==> src/rtl/optpin_pkg.sv <==
package optpin_pkg;
  typedef enum logic [1:0] {
    TXS_UART = 2'b00,
    TXS_GPIO = 2'b01,
    TXS_WATT = 2'b10,
    TXS_VAR  = 2'b11
  } tx_sel_e;

  typedef struct packed {
    logic    rx_inv;
    logic    rx_dis;
    logic    tx_mod;
    logic    tx_inv;
    tx_sel_e tx_sel;
  } optcfg_t;

  localparam int CFG_W = $bits(optcfg_t);

  // Serial data shaping: invert first, then fill low stretches with carrier.
  function automatic logic tx_shape(input logic d, input logic inv,
                                    input logic mod, input logic car);
    logic p;
    p = d ^ inv;
    return p | (mod & car);
  endfunction

  function automatic logic rx_shape(input logic comp, input logic inv,
                                    input logic dis);
    return dis ? 1'b1 : (comp ^ inv);
  endfunction
endpackage

==> src/rtl/optpin_regs.sv <==
module optpin_regs
  import optpin_pkg::*;
(
  input  logic             clk,
  input  logic             rst_n,
  input  logic             we,
  input  logic [CFG_W-1:0] wdata,
  output logic [CFG_W-1:0] rdata,
  output optcfg_t          cfg
);
  always_ff @(posedge clk) begin
    if (!rst_n)  cfg <= '0;
    else if (we) cfg <= optcfg_t'(wdata);
  end

  assign rdata = CFG_W'(cfg);
endmodule

==> src/rtl/optpin_tx.sv <==
module optpin_tx
  import optpin_pkg::*;
#(
  parameter logic RESET_LEVEL = 1'b1
) (
  input  logic    clk,
  input  logic    rst_n,
  input  optcfg_t cfg,
  input  logic    uart_txd,
  input  logic    gpio_tx_out,
  input  logic    watt_pulse,
  input  logic    var_pulse,
  input  logic    carrier,
  output logic    pin
);
  localparam int NSRC = 4;
  logic [NSRC-1:0] src;
  logic            shaped;
  logic            pin_nxt;

  assign shaped = tx_shape(uart_txd, cfg.tx_inv, cfg.tx_mod, carrier);

  // Source table indexed by the select encoding.
  generate
    for (genvar i = 0; i < NSRC; i++) begin : g_src
      if (i == int'(TXS_UART))      begin : g_u assign src[i] = shaped;      end
      else if (i == int'(TXS_GPIO)) begin : g_g assign src[i] = gpio_tx_out; end
      else if (i == int'(TXS_WATT)) begin : g_w assign src[i] = watt_pulse;  end
      else                          begin : g_v assign src[i] = var_pulse;   end
    end
  endgenerate

  assign pin_nxt = src[cfg.tx_sel];

  always_ff @(posedge clk) begin
    if (!rst_n) pin <= RESET_LEVEL;
    else        pin <= pin_nxt;
  end
endmodule

==> src/rtl/optpin_rx.sv <==
module optpin_rx
  import optpin_pkg::*;
(
  input  optcfg_t cfg,
  input  logic    rx_comp,
  output logic    uart_rxd,
  output logic    gpio_rx_in
);
  assign uart_rxd   = rx_shape(rx_comp, cfg.rx_inv, cfg.rx_dis);
  assign gpio_rx_in = cfg.rx_dis & rx_comp;
endmodule

==> src/rtl/optpin_cfg.sv <==
module optpin_cfg
  import optpin_pkg::*;
(
  input  logic             clk,
  input  logic             rst_n,
  input  logic             cfg_we,
  input  logic [CFG_W-1:0] cfg_wdata,
  output logic [CFG_W-1:0] cfg_rdata,
  input  logic             uart_txd,
  input  logic             gpio_tx_out,
  input  logic             watt_pulse,
  input  logic             var_pulse,
  input  logic             carrier,
  output logic             opt_tx_pin,
  input  logic             rx_comp,
  output logic             uart_rxd,
  output logic             gpio_rx_in
);
  optcfg_t cfg;
  // Named configuration wires for the checker.
  logic [1:0] cfg_sel_w;
  logic       cfg_inv_w, cfg_mod_w, cfg_rxdis_w, cfg_rxinv_w;
  assign cfg_sel_w   = cfg.tx_sel;
  assign cfg_inv_w   = cfg.tx_inv;
  assign cfg_mod_w   = cfg.tx_mod;
  assign cfg_rxdis_w = cfg.rx_dis;
  assign cfg_rxinv_w = cfg.rx_inv;

  optpin_regs u_regs (
    .clk(clk), .rst_n(rst_n), .we(cfg_we), .wdata(cfg_wdata),
    .rdata(cfg_rdata), .cfg(cfg)
  );

  optpin_tx #(.RESET_LEVEL(1'b1)) u_tx (
    .clk(clk), .rst_n(rst_n), .cfg(cfg), .uart_txd(uart_txd),
    .gpio_tx_out(gpio_tx_out), .watt_pulse(watt_pulse),
    .var_pulse(var_pulse), .carrier(carrier), .pin(opt_tx_pin)
  );

  optpin_rx u_rx (
    .cfg(cfg), .rx_comp(rx_comp), .uart_rxd(uart_rxd),
    .gpio_rx_in(gpio_rx_in)
  );
endmodule

==> config.mk <==
export PLATFORM = sky130hd
export DESIGN_NAME = optpin_cfg
export DESIGN_NICKNAME = d
export VERILOG_FILES = /design/src/rtl/optpin_pkg.sv /design/src/rtl/optpin_regs.sv /design/src/rtl/optpin_tx.sv /design/src/rtl/optpin_rx.sv /design/src/rtl/optpin_cfg.sv
export SDC_FILE = /design/constraint.sdc
export NUM_CORES = 1
export LEC_CHECK = 0
export ABC_AREA = 1
export BUFFER_PORTS_ARGS = -buffer_cell sky130_fd_sc_hd__buf_4
export CAP_MARGIN = 20
export CORE_AREA = 3 3 40 42
export CTS_BUF_LIST = sky130_fd_sc_hd__clkbuf_4 sky130_fd_sc_hd__clkbuf_8
export DETAILED_ROUTE_END_ITERATION = 16
export DIE_AREA = 0 0 43 45
export PLACE_DENSITY = 0.5
export SYNTH_ARGS = -nofsm -noshare
export SYNTH_HDL_FRONTEND = slang
export SYNTH_SLANG_ARGS = --single-unit
==> constraint.sdc <==
create_clock -name clk -period 2.1 [get_ports clk]
set_clock_uncertainty 0.05 [all_clocks]
set_input_delay 0.315 -clock clk [delete_from_list [all_inputs] [get_ports clk]]
set_output_delay 0.315 -clock clk [all_outputs]
set_load 0.005 [all_outputs]
== Word-level counts from Yosys, hierarchy flattened ==
Cells that the tools add are included.

* Order comparisons: 1
* Muxes and demuxes: 3
* Bitwise operators: 5

{| class="wikitable"
|+ Operators by type and width
! kind !! count
|-
| 2-bit by 3-bit less-than comparator with 1-bit output (second input constant) || 1
|-
| 1-bit AND || 2
|-
| 1-bit binary-select mux with 2-bit select || 1
|-
| 1-bit 2-to-1 mux || 2
|-
| 1-bit XOR || 2
|-
| 1-bit OR || 1
|}

* Register bits: 7
* Input bits: 15
* Output and inout bits: 9
* Word-level logic and storage cells: 15

== Longest topological paths before layout ==
* Depth in word-level cells: 4
* Depth in mapped cells: 5
* Mapped depth without buffers: 5

== Cells and area by module ==
Synthesis repeated with hierarchy kept, for this count alone.

* Cell total of the unflattened synthesis: 69
* Area, all modules: 427.9 um2

{| class="wikitable"
|+ By module, submodules not included
! module !! times used !! cells an instance !! area an instance (um2) !! sequential area each (um2)
|-
| optpin_regs || 1 || 43 || 301.5 || 120.1
|-
| optpin_tx || 1 || 18 || 95.1 || 20.0
|-
| optpin_rx || 1 || 8 || 31.3 || 0.0
|}

== Least setup slack after synthesis ==
OpenSTA, ideal clock, no wires.

* Path kind: reg-to-output
* From: register u_regs.cfg[5] (netlist name)
* To: output uart_rxd
* Data arrival time: 578 ps
* Required time: 1735 ps
* Setup slack: 1157 ps
* Stages on the path, launching flop included: 4
* Buffers on the path: 0
* Cells stage by stage: dfxtp_1 > inv_1 > a21oi_1 > o21ai_0

* Cells in the longest elaborated chain, start to end: 2

{| class="wikitable"
|+ Ends and longest elaborated chain
! element !! RTL line !! text
|-
| 1-bit XOR || optpin_pkg.sv:29 || <nowiki>return dis ? 1'b1 : (comp ^ inv);</nowiki>
|-
| 1-bit 2-to-1 mux || optpin_pkg.sv:29 ||
|-
| end, declared || optpin_cfg.sv:16 || <nowiki>output logic uart_rxd,</nowiki>
|}

Every way passes these cells.

== Final worst setup path ==
* From: register u_regs.cfg[5] (netlist name)
* To: output uart_rxd

* Cells in the longest elaborated chain, start to end: 2

{| class="wikitable"
|+ Ends and longest elaborated chain
! element !! RTL line
|-
| 1-bit XOR || optpin_pkg.sv:29
|-
| 1-bit 2-to-1 mux || optpin_pkg.sv:29
|}

Every way passes these cells.

==> impl_metrics.json <==
{
  "yosysSeqAreaShare_pct": 46.3,
  "track_usage_pct": 9.50,
  "numCtsBuffers": 3,
  "critical_path_endpoint_category": "output pin",
  "cts_num_sinks": 7,
  "globalplace.congestion": 0.607,
  "yosysWarnings": 0,
  "worst-slew-pin-transition_ns": 0.159,
  "worst_hold_slack_ns": 0.233,
  "drt.antenna.violating_nets": 0,
  "met2WireLength_um": 405,
  "timing.critical_path.required_ns": 1.74,
  "detail_route.drc_violations": 0,
  "critPathKind": "reg2out",
  "area_growth_syn_to_layout_pct": 73.1,
  "dpl.hpwl_um": 647,
  "root_buffer": "clkbuf_4",
  "clockBufferDepth": 2,
  "synthesis.nets": 60,
  "utilization_after_layout_pct": 40.8,
  "core_area_um2": 1280,
  "die_w_um": 43,
  "path_max_fanout": 3,
  "synth.cell_area_um2": 303,
  "reg_clk_slew_reported_paths_ns": 0.05,
  "area_of_the_die_um2": 1940,
  "setup_slack_reg_to_reg_ns": 1.26,
  "grt-ovfl-total": 0,
  "yosysUniqueCellTypes": 9,
  "syn-instance-count": 45,
  "synth.avg_cell_area_um2": 6.73,
  "period_needed_ns": 1.38,
  "tritoncts_clock_tree": "done",
  "hold_path.class": "in2reg",
  "slew_headroom_pct": 89.4,
  "cp_data_arrival_time_ns": 1.01,
  "m1WireLength_um": 342,
  "min_path_cells": 3,
  "layout.cells.most_common": "buf_4",
  "cts_hold_buf": 0,
  "initial_utilization_pct": 23.6,
  "wire_per_inst_um": 9.34,
  "first_pass_grt_wire_length_mm": 1.35,
  "viasPerCell": 4.18,
  "ctsResizeCount": 0,
  "ff2ff_path_depth": 5,
  "routed_via_count": 364,
  "rows": 13,
  "crit_path_start_kind": "register",
  "drt_iter0_drc": 6,
  "final-hold-violation-count": 0,
  "post_cts.repair.setup_buffers": 0,
  "setup_viol_count_final": 0,
  "first_global_vias": 337,
  "htree_levels": 1,
  "report.final.slew_viol_count": 0,
  "drtPass1Iterations": 4,
  "initial_antenna_violation_count": 0,
  "setup_total_negative_slack_ns": 0,
  "buffer_ports.inserted": 23,
  "r2r-end": "u_tx.pin$_SDFF_PN1_",
  "timing.hold.worst.start": "cfg_wdata[1]",
  "final.period_utilization_pct": 65.6,
  "grt_setup_unrepaired": "no",
  "grt_max_degree": 10,
  "postSynthRegisterBits": 7,
  "met3RoutedLength_um": 65,
  "post_route_cells_drive_above_1_share_pct": 41.7,
  "n_antenna_cell": 0,
  "floorplan.io_pins": 24,
  "max_freq_ghz": 0.726,
  "die-height_um": 45,
  "rr_startpoint": "u_regs.cfg[0]$_SDFFE_PN0P_",
  "leakagePower_nw": 0.282,
  "ir_drop_mv": 0.240,
  "cap_viol_max_count": 0,
  "routed_wl_um": 813,
  "finalNetCount": 88,
  "clkLatencyLatePin_ns": 0.25,
  "p_per_area_nw_per_um2": 681,
  "outcome": "completed",
  "endpoint_of_the_worst_hold_path": "u_regs.cfg[1]$_SDFFE_PN0P_",
  "top_layer": "met3",
  "final_cell_mix": "23 x buf_4, 10 x nand2_1, 8 x nor2_1"
}
-- per-layer routing --
| layer | track usage (%) | vias to the layer above |
|---|---|---|
| li1 | - | 197 |
| met1 | 10.9 | 154 |
| met2 | 14.1 | 13 |
| met3 | 6.37 | 0 |
| met4 | 3.61 | 0 |
| met5 | 0 | - |
-- kinds of logic after synthesis --
group / synth area share, %
AO/OA/AOI/OAI: 22.7
AND/OR/NAND/NOR: 22.3
buffers and inverters: 8.68
flip-flops: 46.3
-- metrics by stage --
stage          cell area, µm²  total power, mW  std cells  setup slack [ns]
5_1_grt                   524            0.383         87             0.582
3_5_place_dp              494            0.224         83             0.942
2_1_floorplan             303            0.178         45              1.16
6_report                  524            0.357         87             0.722
3_3_place_gp              494            0.224         83             0.972
4_1_cts                   524            0.367         87             0.715
-- synth_stat cells --
cell	instances	area, µm²
a21oi_1	4	20.0
a21oi_2	1	8.76
dfxtp_1	7	140
inv_1	5	18.8
inv_2	2	7.51
nand2_1	10	37.5
nor2_1	8	30.0
o21ai_0	2	10.0
o21ai_1	6	30.0
-- area by class of cell --
type	instances	area (µm²)
Inverter	7	26.3
Fill cell	147	761
Clock buffer	4	30.0
Multi-Input combinational cell	31	136
Timing Repair Buffer	23	173
Sequential cell	7	140
Tap cell	15	18.8
-- state kept, by name, indices dropped and copies added, names as in the netlist --
register,count
u_tx.pin,1
u_regs.cfg,6
-- power breakdown --
part	leakage (nW)	switching (mW)	internal [mW]
sequential	0.0583	0.00698	0.143
combinational	0.205	0.0283	0.0422
clock	0.0184	0.0508	0.0855
-- critical path, cell delays in order (launching register included) --
cell,delay (ns)
dfxtp_1,0.34
inv_1,0.07
a21oi_1,0.12
o21ai_0,0.09
buf_4,0.14
-- worst max-delay path by stage --
stage                                from  endpoint  slack, ns  depth (start not counted)
3_3_place_gp                      rx_comp  uart_rxd       0.97                          4
5_1_grt        u_regs.cfg[5]$_SDFFE_PN0P_  uart_rxd       0.58                          4
6_report       u_regs.cfg[5]$_SDFFE_PN0P_  uart_rxd       0.72                          4
2_1_floorplan  u_regs.cfg[5]$_SDFFE_PN0P_  uart_rxd       1.16                          3
4_1_cts        u_regs.cfg[5]$_SDFFE_PN0P_  uart_rxd       0.72                          4
3_5_place_dp                      rx_comp  uart_rxd       0.94                          4
(Power assumes the default switching activity.)
